<file path="src/rtl/swe_pkg.sv">
package swe_pkg;
  typedef enum logic {XF_IDLE = 1'b0, XF_RUN = 1'b1} xfer_state_e;

  function automatic int unsigned beat_bits(input int unsigned blen);
    return (blen > 1) ? $clog2(blen) : 1;
  endfunction
endpackage

</file>
<file path="src/rtl/swe_fifo.sv">
module swe_fifo #(
  parameter int unsigned WIDTH = 32,
  parameter int unsigned DEPTH = 16,
  parameter int unsigned SLACK = 2
) (
  input  logic             clk,
  input  logic             rst_n,
  input  logic             push,
  input  logic [WIDTH-1:0] din,
  input  logic             pop,
  output logic [WIDTH-1:0] dout,
  output logic             empty,
  output logic             full,
  output logic             room_ok
);
  localparam int unsigned PW = (DEPTH > 1) ? $clog2(DEPTH) : 1;
  localparam int unsigned CW = $clog2(DEPTH + 1);

  logic [WIDTH-1:0] mem [DEPTH];
  logic [PW-1:0]    wr_ptr, rd_ptr;
  logic [CW-1:0]    fill;
  logic             do_wr, do_rd;

  function automatic logic [PW-1:0] nxt(input logic [PW-1:0] p);
    return (p == PW'(DEPTH - 1)) ? '0 : p + 1'b1;
  endfunction

  assign do_rd   = pop && !empty;
  assign do_wr   = push && (!full || do_rd);
  assign empty   = (fill == '0);
  assign full    = (fill == CW'(DEPTH));
  assign room_ok = (CW'(DEPTH) - fill) > CW'(SLACK);
  assign dout    = mem[rd_ptr];

  always_ff @(posedge clk) begin
    if (do_wr) mem[wr_ptr] <= din;
  end

  always_ff @(posedge clk) begin
    if (!rst_n) begin
      wr_ptr <= '0;
      rd_ptr <= '0;
      fill   <= '0;
    end else begin
      if (do_wr) wr_ptr <= nxt(wr_ptr);
      if (do_rd) rd_ptr <= nxt(rd_ptr);
      case ({do_wr, do_rd})
        2'b10:   fill <= fill + 1'b1;
        2'b01:   fill <= fill - 1'b1;
        default: fill <= fill;
      endcase
    end
  end

  // a late word must always find room
  assert_no_overflow_R3: assert property (@(posedge clk) disable iff (!rst_n)
    push |-> (!full || pop));
  // the write side never takes a word that is not there
  assert_no_underflow_R2: assert property (@(posedge clk) disable iff (!rst_n)
    pop |-> !empty);
endmodule

</file>
<file path="src/rtl/swe_beat_ctl.sv">
module swe_beat_ctl #(
  parameter int unsigned ADDR_W    = 32,
  parameter int unsigned DATA_W    = 32,
  parameter int unsigned CNT_W     = 16,
  parameter int unsigned BURST_LEN = 16
) (
  input  logic              clk,
  input  logic              rst_n,
  input  logic              load,
  input  logic [CNT_W-1:0]  load_words,
  input  logic [ADDR_W-1:0] load_addr,
  input  logic              fifo_empty,
  input  logic              wready,
  output logic              wvalid,
  output logic              wlast,
  output logic              pop,
  output logic [ADDR_W-1:0] burst_addr
);
  localparam int unsigned BEAT_W = swe_pkg::beat_bits(BURST_LEN);
  localparam logic [ADDR_W-1:0] STEP = ADDR_W'(BURST_LEN * (DATA_W / 8));

  logic [CNT_W-1:0]  words_left;
  logic [BEAT_W-1:0] beat_q;
  logic [ADDR_W-1:0] addr_q;
  logic              end_of_burst;

  assign end_of_burst = (beat_q == BEAT_W'(BURST_LEN - 1)) || (words_left == CNT_W'(1));
  assign wvalid       = (words_left != '0) && !fifo_empty;
  assign wlast        = wvalid && end_of_burst;
  assign pop          = wvalid && wready;
  assign burst_addr   = addr_q;

  always_ff @(posedge clk) begin
    if (!rst_n) begin
      words_left <= '0;
      beat_q     <= '0;
      addr_q     <= '0;
    end else if (load) begin
      words_left <= load_words;
      beat_q     <= '0;
      addr_q     <= load_addr;
    end else if (pop) begin
      words_left <= words_left - 1'b1;
      if (end_of_burst) begin
        beat_q <= '0;
        addr_q <= addr_q + STEP;
      end else begin
        beat_q <= beat_q + 1'b1;
      end
    end
  end

  // a burst never runs past its length without a last beat
  assert_burst_closed_R4: assert property (@(posedge clk) disable iff (!rst_n)
    (pop && !wlast) |=> (beat_q != '0));
endmodule

</file>
<file path="src/rtl/swe_resp_ctl.sv">
module swe_resp_ctl #(
  parameter int unsigned CNT_W     = 16,
  parameter int unsigned BURST_LEN = 16
) (
  input  logic             clk,
  input  logic             rst_n,
  input  logic             load,
  input  logic [CNT_W-1:0] load_words,
  input  logic             bvalid,
  input  logic [1:0]       bresp,
  output logic             bready,
  output logic             busy,
  output logic             done
);
  import swe_pkg::*;

  localparam int unsigned TW = CNT_W + 1;

  xfer_state_e   state_q;
  logic [TW-1:0] bursts_left;
  logic [TW-1:0] bursts_total;
  logic          resp_hs;

  assign bursts_total = ({1'b0, load_words} + TW'(BURST_LEN - 1)) / TW'(BURST_LEN);
  assign bready       = 1'b1;
  assign busy         = (state_q == XF_RUN);
  assign resp_hs      = bvalid && bready && busy;

  always_ff @(posedge clk) begin
    if (!rst_n) begin
      state_q     <= XF_IDLE;
      bursts_left <= '0;
      done        <= 1'b0;
    end else begin
      done <= 1'b0;
      if (load) begin
        state_q     <= XF_RUN;
        bursts_left <= bursts_total;
      end else if (resp_hs) begin
        bursts_left <= bursts_left - 1'b1;
        if (bursts_left == TW'(1)) begin
          state_q <= XF_IDLE;
          done    <= 1'b1;
        end
      end
    end
  end

  // done is a single-cycle pulse and marks the end of the transfer
  assert_done_pulse_R8: assert property (@(posedge clk) disable iff (!rst_n)
    done |=> !done);
  assert_done_idle_R8: assert property (@(posedge clk) disable iff (!rst_n)
    done |-> !busy);
  // response codes are taken as they come; only their presence matters
  assert_resp_known_R8: assert property (@(posedge clk) disable iff (!rst_n)
    bvalid |-> !$isunknown(bresp));
endmodule

</file>
<file path="src/rtl/stream_wr_engine.sv">
module stream_wr_engine #(
  parameter int unsigned ADDR_W     = 32,
  parameter int unsigned DATA_W     = 32,
  parameter int unsigned CNT_W      = 16,
  parameter int unsigned ID_W       = 4,
  parameter int unsigned BURST_LEN  = 16,
  parameter int unsigned FIFO_DEPTH = 16,
  parameter int unsigned SLACK      = 2
) (
  input  logic                  clk,
  input  logic                  rst_n,
  input  logic                  cfg_start,
  input  logic [ADDR_W-1:0]     cfg_addr,
  input  logic [CNT_W-1:0]      cfg_words,
  output logic                  busy,
  output logic                  done,
  output logic [ADDR_W-1:0]     burst_addr,
  input  logic                  s_valid,
  input  logic [DATA_W-1:0]     s_data,
  output logic                  s_ready,
  output logic                  m_wvalid,
  input  logic                  m_wready,
  output logic [DATA_W-1:0]     m_wdata,
  output logic [DATA_W/8-1:0]   m_wstrb,
  output logic                  m_wlast,
  output logic [ID_W-1:0]       m_wid,
  input  logic                  m_bvalid,
  input  logic [1:0]            m_bresp,
  output logic                  m_bready
);
  logic load, fifo_empty, fifo_full, fifo_pop;

  assign load    = cfg_start && !busy && (cfg_words != '0);
  assign m_wstrb = '1;
  assign m_wid   = '0;

  swe_fifo #(.WIDTH(DATA_W), .DEPTH(FIFO_DEPTH), .SLACK(SLACK)) u_fifo (
    .clk(clk), .rst_n(rst_n),
    .push(s_valid), .din(s_data),
    .pop(fifo_pop), .dout(m_wdata),
    .empty(fifo_empty), .full(fifo_full), .room_ok(s_ready)
  );

  swe_beat_ctl #(.ADDR_W(ADDR_W), .DATA_W(DATA_W), .CNT_W(CNT_W), .BURST_LEN(BURST_LEN)) u_beat (
    .clk(clk), .rst_n(rst_n),
    .load(load), .load_words(cfg_words), .load_addr(cfg_addr),
    .fifo_empty(fifo_empty), .wready(m_wready),
    .wvalid(m_wvalid), .wlast(m_wlast), .pop(fifo_pop), .burst_addr(burst_addr)
  );

  swe_resp_ctl #(.CNT_W(CNT_W), .BURST_LEN(BURST_LEN)) u_resp (
    .clk(clk), .rst_n(rst_n),
    .load(load), .load_words(cfg_words),
    .bvalid(m_bvalid), .bresp(m_bresp), .bready(m_bready),
    .busy(busy), .done(done)
  );

  // a stalled beat stays put
  assert_wvalid_hold_R5: assert property (@(posedge clk) disable iff (!rst_n)
    (m_wvalid && !m_wready) |=> m_wvalid);
  assert_wdata_hold_R5: assert property (@(posedge clk) disable iff (!rst_n)
    (m_wvalid && !m_wready) |=> $stable(m_wdata));
  // no beat outside a running transfer
  assert_idle_no_beat_R8: assert property (@(posedge clk) disable iff (!rst_n)
    !busy |-> !m_wvalid);
  // the FIFO never reaches full while stream input is still allowed
  assert_ready_margin_R3: assert property (@(posedge clk) disable iff (!rst_n)
    s_ready |-> !fifo_full);
endmodule

</file>
<file path="config.mk">
export PLATFORM = sky130hd
export DESIGN_NAME = stream_wr_engine
export DESIGN_NICKNAME = d
export VERILOG_FILES = /design/src/rtl/swe_pkg.sv /design/src/rtl/swe_fifo.sv /design/src/rtl/swe_beat_ctl.sv /design/src/rtl/swe_resp_ctl.sv /design/src/rtl/stream_wr_engine.sv
export SDC_FILE = /design/constraint.sdc
export NUM_CORES = 1
export LEC_CHECK = 0
export BUFFER_PORTS_ARGS = -buffer_cell sky130_fd_sc_hd__buf_2
export CAP_MARGIN = 10
export CORE_AREA = 2 2 292 265
export CTS_CLUSTER_DIAMETER = 100
export CTS_CLUSTER_SIZE = 30
export DETAILED_ROUTE_END_ITERATION = 16
export DIE_AREA = 0 0 294 267
export GPL_TIMING_DRIVEN = 0
export SETUP_SLACK_MARGIN = 0.2
export SKIP_CTS_REPAIR_TIMING = 1
export SYNTH_ARGS = -nofsm -noshare
export SYNTH_HDL_FRONTEND = slang
export SYNTH_SLANG_ARGS = --single-unit
</file>
<file path="constraint.sdc">
create_clock -name clk -period 12.2 [get_ports clk]
set_input_delay 0.61 -clock clk [delete_from_list [all_inputs] [get_ports clk]]
set_output_delay 0.61 -clock clk [all_outputs]
set_load 0.01 [all_outputs]
</file>
# Word level (Yosys, flattened, before mapping)
# Memories as Yosys holds them, arrays and structs flattened. A register that Yosys moved wholly into a read port is not among the register bits.
# Cells that the tools add are included.
[word_totals]
ff_bits = 84
latch_bits = 0
ram_bits = 512
mem_bits_ro = 0
inputBits = 88
output_inout_bits = 78
elab_cells = 76
memories = 1
[op_classes]
add_sub_neg = 10
mul = 0
n_div = 0
order_cmp = 1
n_eq_ne = 8
shift = 0
mux = 19
bitwise_logic = 2
n_reduce_logical = 25
[memory_table]
columns = ["name", "depth", "width", "rd", "rd_ports_with_merged_regs", "write_ports", "line_no", "source"]
rows = [
  ["u_fifo.mem", 16, 32, 1, 1, 1, "swe_fifo.sv:19", "logic [WIDTH-1:0] mem [DEPTH];"],
]
[op_table]
columns = ["cell", "n"]
rows = [
  ["2-to-1 mux 32 bit", 3],
  ["adder 32 x 7 -> 32 bit, second input constant", 1],
  ["2-to-1 mux 16 bit", 2],
  ["nonzero test 16 bit", 2],
  ["2-to-1 mux 13 bit", 2],
  ["2-to-1 mux 4 bit", 5],
  ["adder 16 x 4 -> 17 bit, second input constant", 1],
  ["== test 17 x 1 -> 1 bit, second input constant", 1],
  ["subtractor 17 x 1 -> 17 bit, second input constant", 1],
  ["== test 16 x 1 -> 1 bit, second input constant", 1],
  ["subtractor 16 x 1 -> 16 bit, second input constant", 1],
  ["adder 4 x 1 -> 4 bit, second input constant", 3],
  ["== test 4 bit, second input constant", 3],
  ["one-hot mux 5 bit (2 select lines)", 1],
  ["nonzero test 2 bit", 5],
  ["logical AND 1 bit", 8],
  ["2-to-1 mux 1 bit", 6],
  ["adder 5 x 1 -> 5 bit, second input constant", 1],
  ["== test 5 bit, second input constant", 1],
  ["greater-than comparator 5 x 2 -> 1 bit, second input constant", 1],
  ["zero test 5 bit", 1],
  ["subtractor 5 x 1 -> 5 bit, second input constant", 1],
  ["subtractor 5 bit, first input constant", 1],
  ["AND reduction 2 bit", 2],
  ["other kinds (7)", 11],
]

# Logic depth before layout (Yosys ltp)
[depth]
depth_word = 9
mapped_depth = 14
mapped_depth_nobuf = 13

# Modules after synthesis
# From an unflattened synthesis, not the netlist that was laid out.
[unflattened]
hier_cells = 1465
area_unflattened_um2 = 24681.2
[modules_own_cells]
columns = ["mod", "instances", "cells_each", "area_each_um2", "seq_area_each_um2"]
rows = [
  ["swe_fifo", 1, 912, 20183.1, 15715.1],
  ["swe_beat_ctl", 1, 393, 3166.8, 1041.0],
  ["swe_resp_ctl", 1, 144, 1204.9, 380.4],
  ["stream_wr_engine", 1, 16, 126.4, 0.0],
]

# Worst setup path after synthesis
# Ideal clock, no wire load.
[synth_timing]
path_kind = "reg2reg"
from = "register u_fifo.fill[0]"
to = "memory u_fifo.mem[0][0] (enable)"
setup_time_ps = 461
t_arrival_ps = 4049
required_time_ps = 11739
path_slack_ps = 7691
path_stages_with_launch = 10
n_path_buf = 1
synth_period_minus_slack_ps = 4509
cell_sequence = "dfxtp_1 -> inv_1 -> ha_1 -> nor3b_1 -> ha_1 -> nand2b_1 -> clkbuf_1 -> o21ai_1 -> nand3_1 -> nor3_1"
[synth_between]
elab_chain_cells = 9
elab_cells_between_ends = 11
classes_between = "1 x eq/ne; 2 x mux; 8 x reduce/logical"
[synth_rtl]
columns = ["element", "line_no", "source"]
rows = [
  ["start, declared", "swe_fifo.sv:21", "logic [CW-1:0] fill;"],
  ["start signal, assigned", "swe_fifo.sv:48", "2'b10: fill <= fill + 1'b1;"],
  ["start signal, assigned", "swe_fifo.sv:49", "2'b01: fill <= fill - 1'b1;"],
  ["start signal, assigned", "swe_fifo.sv:50", "default: fill <= fill;"],
  ["zero test 5 bit", "swe_fifo.sv:30", "assign empty = (fill == '0);"],
  ["zero test 1 bit", "swe_fifo.sv:28, swe_beat_ctl.sv:28", ""],
  ["logical AND 1 bit", "swe_beat_ctl.sv:28", "assign wvalid = (words_left != '0) && !fifo_empty;"],
  ["logical AND 1 bit", "swe_beat_ctl.sv:30", "assign pop = wvalid && wready;"],
  ["logical AND 1 bit", "swe_fifo.sv:28", "assign do_rd = pop && !empty;"],
  ["logical OR 1 bit (*)", "swe_fifo.sv:29", "assign do_wr = push && (!full || do_rd);"],
  ["logical AND 1 bit (*)", "swe_fifo.sv:29", ""],
  ["2-to-1 mux 1 bit (*)", "swe_fifo.sv:36", "if (do_wr) mem[wr_ptr] <= din;"],
  ["2-to-1 mux 1 bit (not written as such) (*)", "swe_fifo.sv:36", ""],
  ["end, declared", "swe_fifo.sv:19", ""],
]
# Every way passes the cells marked *; elsewhere a longest branch is shown, timed or not.

==> out/results.txt <==
outcome -> finished clean
row count -> 96
fraction of layout cells with a size suffix above 1 -> 26.5%
Yosys Warn Count -> 0
Comb power frac -> 22.4%
Critical R2R Launch -> u_fifo.fill[0]
HPWL after DPL -> 42000 um
synthesized area -> 24600 um^2
Initial Util -> 32.6%
ys async rst share -> 0%
vias per cell -> 5.38
wire length on met3 -> 3690 um
final setup skew -> 0.0231 ns
worst hold start -> cfg_addr[10]
placed inst area -> 27200 um^2
CTS tree -> built
critical path's top delay family -> buffers and inverters
worst rel slew slack -> 25.9%
Sw Share -> 28.1%
depth of the CTS H-tree -> 1
part of the power in the clock network -> 24.1%
DR WL met2 -> 29700 um
NetSw -> 1.23 mW
Yosys reg bits -> 600
Hold Path Class -> primary input to flop
Lkg Pwr -> 8.66 nW
P per Cell Area -> 156 nW/um^2
first-pass GRT wire length -> 90300 um
Setup WS pre-CTS -> 8.22 ns
largest area contributor in the netlist -> edfxtp_1
Max Slew Vio Count -> 0
Worst path depth -> 5
gpl congestion -> 0.851
Crit. End Element -> primary output
violation count after the first detailed-route iteration -> 1406
total CTS buffers -> 26
Netlist cell types -> 74
worst path required time -> 11.59 ns
Top cell by count, worst path -> mux4_2
# port buffers -> 153
reg2reg end -> u_fifo.mem[1][15]
number of global-route vias before repair -> 14200
largest cells by area after synthesis -> edfxtp_1, mux4_2, dfxtp_1
Final nets -> 1728
core box area -> 75600 um^2
post-synthesis cell count -> 1405
Crit Path Max Fanout -> 10
Clock Latency Late Sink -> 0.62 ns
Reg2Reg Depth -> 12
fin crit period -> 4.31 ns
DRT Pass-1 Iters -> 5
die width -> 294 um
top sig layer -> met5
Max Cap Violations -> 0
RSZ-0062 raised after global routing -> no
Int Power -> 3.13 mW
Flop pwr share -> 53.5%
R2R setup slack -> 8.22 ns
Seq/Total Area, Yosys -> 69.5%
Die H -> 267 um
EDFF count, synth -> 512
worst slew pin tran -> 1.11 ns
WL/cell -> 23.5 um
largest net degree at the start of global routing -> 31
Final Hold Vio Count -> 0
post-route ant nets -> 0
Critical-path top delay cell -> buf_1
WP buf/inv -> 3
end of the critical path -> m_wdata[2]
CTS Root Cell -> clkbuf_16
Die ar. -> 78500 um^2
Arr. time, crit path -> 3.70 ns
Synth top area share -> 62.4%
Critical Path, Cell by Cell -> clkbuf_1 > buf_1 > mux4_2 > mux4_2 > buf_2
M1 WL -> 26600 um
fmax -> 0.232 GHz
WS Path Type -> flop to primary output
drt drc -> 0
Total Routed Length -> 61300 um
sum of negative setup slack -> 0 ns
Critical Path Max Stage Delay -> 0.82 ns
total grt overflow -> 0
IR drop worst, VDD -> 0.0953 mV
hold slack -> 0.237 ns
Tot Pwr -> 4.36 mW
CP startpoint kind -> flop
post-route setup slack -> 7.89 ns
most frequent cells in the layout -> edfxtp_1, buf_2, mux4_2, dfxtp_1, clkbuf_1
Tcrit/Tclk final -> 35.3%
Finish-stage setup viols -> 0
I/O pin total -> 166
most common cell after layout, fill and taps aside -> edfxtp_1
CTS max path bufs -> 3
initial antenna violation count -> 10
design area -> 28000 um^2
syn avg cell area -> 17.5 um^2
area grow syn2layout -> 13.5%
Top FF cell, synth -> edfxtp_1
Tot GR Track Use -> 15.3%
clk slew on worst S/H paths -> 0.11 ns
routed vias -> 14100
CTS Sinks -> 600
-- worst register-to-register path, delay by kind of cell, from the launching register on --
| family | cells | cell delay [ns] |
|---|---|---|
| compound gates | 1 | 0.49 |
| fa+ha+maj | 2 | 0.50 |
| simple gates | 4 | 1.37 |
| flops | 1 | 0.43 |
| buf+inv | 5 | 0.94 |
-- layout make-up --
cell class | instances | area, um^2
timing repair buffer | 181 | 1180
buffer | 94 | 415
tap | 980 | 1230
inverter | 20 | 75.1
antenna | 5 | 12.5
multi-input combinational | 698 | 7150
fill | 6998 | 47600
clock buffer | 26 | 651
sequential | 600 | 17100
clock inverter | 10 | 125
-- layer usage --
layer,vias to the layer above,global-route usage [%]
met2,495,25.4
met4,6,3.41
met5,-,0
met1,7356,21.4
li1,6141,-
met3,75,2.25
-- kinds of logic after synthesis --
logic type | count (synthesis) | synth area share, %
DFF | 600 | 69.5
and+or+nand+nor | 271 | 6.03
muxes | 169 | 15.0
other | 2 | 0.0305
buffers and inverters | 114 | 1.99
AOI/OAI and AO/OA | 192 | 5.07
xor gates and xnor gates | 38 | 1.35
adders and majority gates | 19 | 0.995
-- registers in the layout, indices dropped and copies added (netlist names), named ones only --
name / flops
u_resp.bursts_left: 17
u_fifo.wr_ptr: 4
u_beat.beat_q: 4
u_fifo.fill: 5
u_fifo.mem: 512
u_resp.done: 1
u_beat.words_left: 16
u_beat.burst_addr: 32
u_fifo.rd_ptr: 4
u_resp.busy: 1
-- power groups by stage --
stage                     logic, mW  registers, mW  clock network, mW
after floorplan               0.642           2.37                  0
after global placement        0.956           2.38                  0
after detailed placement      0.984           2.38                  0
after CTS                     0.988           2.33               1.08
after global routing           1.05           2.34               1.15
final                         0.976           2.33               1.05
-- cell usage after synthesis, types with 7 or more instances --
cell type	n
nand3_1	39
inv_1	19
dfxtp_1	88
mux4_2	160
a31oi_1	20
a2111oi_0	7
clkbuf_1	60
buf_1	9
or4_1	14
nor4_1	14
nor3_1	19
ha_1	18
nand4_1	21
buf_2	14
mux2i_1	8
edfxtp_1	512
and4_1	7
xnor2_1	28
buf_4	10
xor2_1	10
o21ai_0	44
and2_1	8
or3_1	11
nand2_1	55
o31ai_1	12
a21oi_1	52
nor2_1	45
-- worst min path at each step --
stage | end | slack [ns] | cells past startpoint
finish | u_beat.burst_addr[10] | 0.24 | 2
global route | u_beat.burst_addr[14] | 0.22 | 2
floorplan | u_beat.beat_q[1] | 0.45 | 2
global placement | u_beat.burst_addr[2] | 0.44 | 2
CTS | u_beat.burst_addr[5] | 0.21 | 3
detailed placement | u_beat.burst_addr[0] | 0.45 | 2
-- through the flow --
step | util [%] | std cells
after floorplan | - | 1412
after global routing | 37.0 | 2611
after detailed placement | 36.0 | 2573
final | 37.0 | 2614
after global placement | 35.3 | 2545
after CTS | 37.0 | 2609
Power figures use the tool's default switching activity.
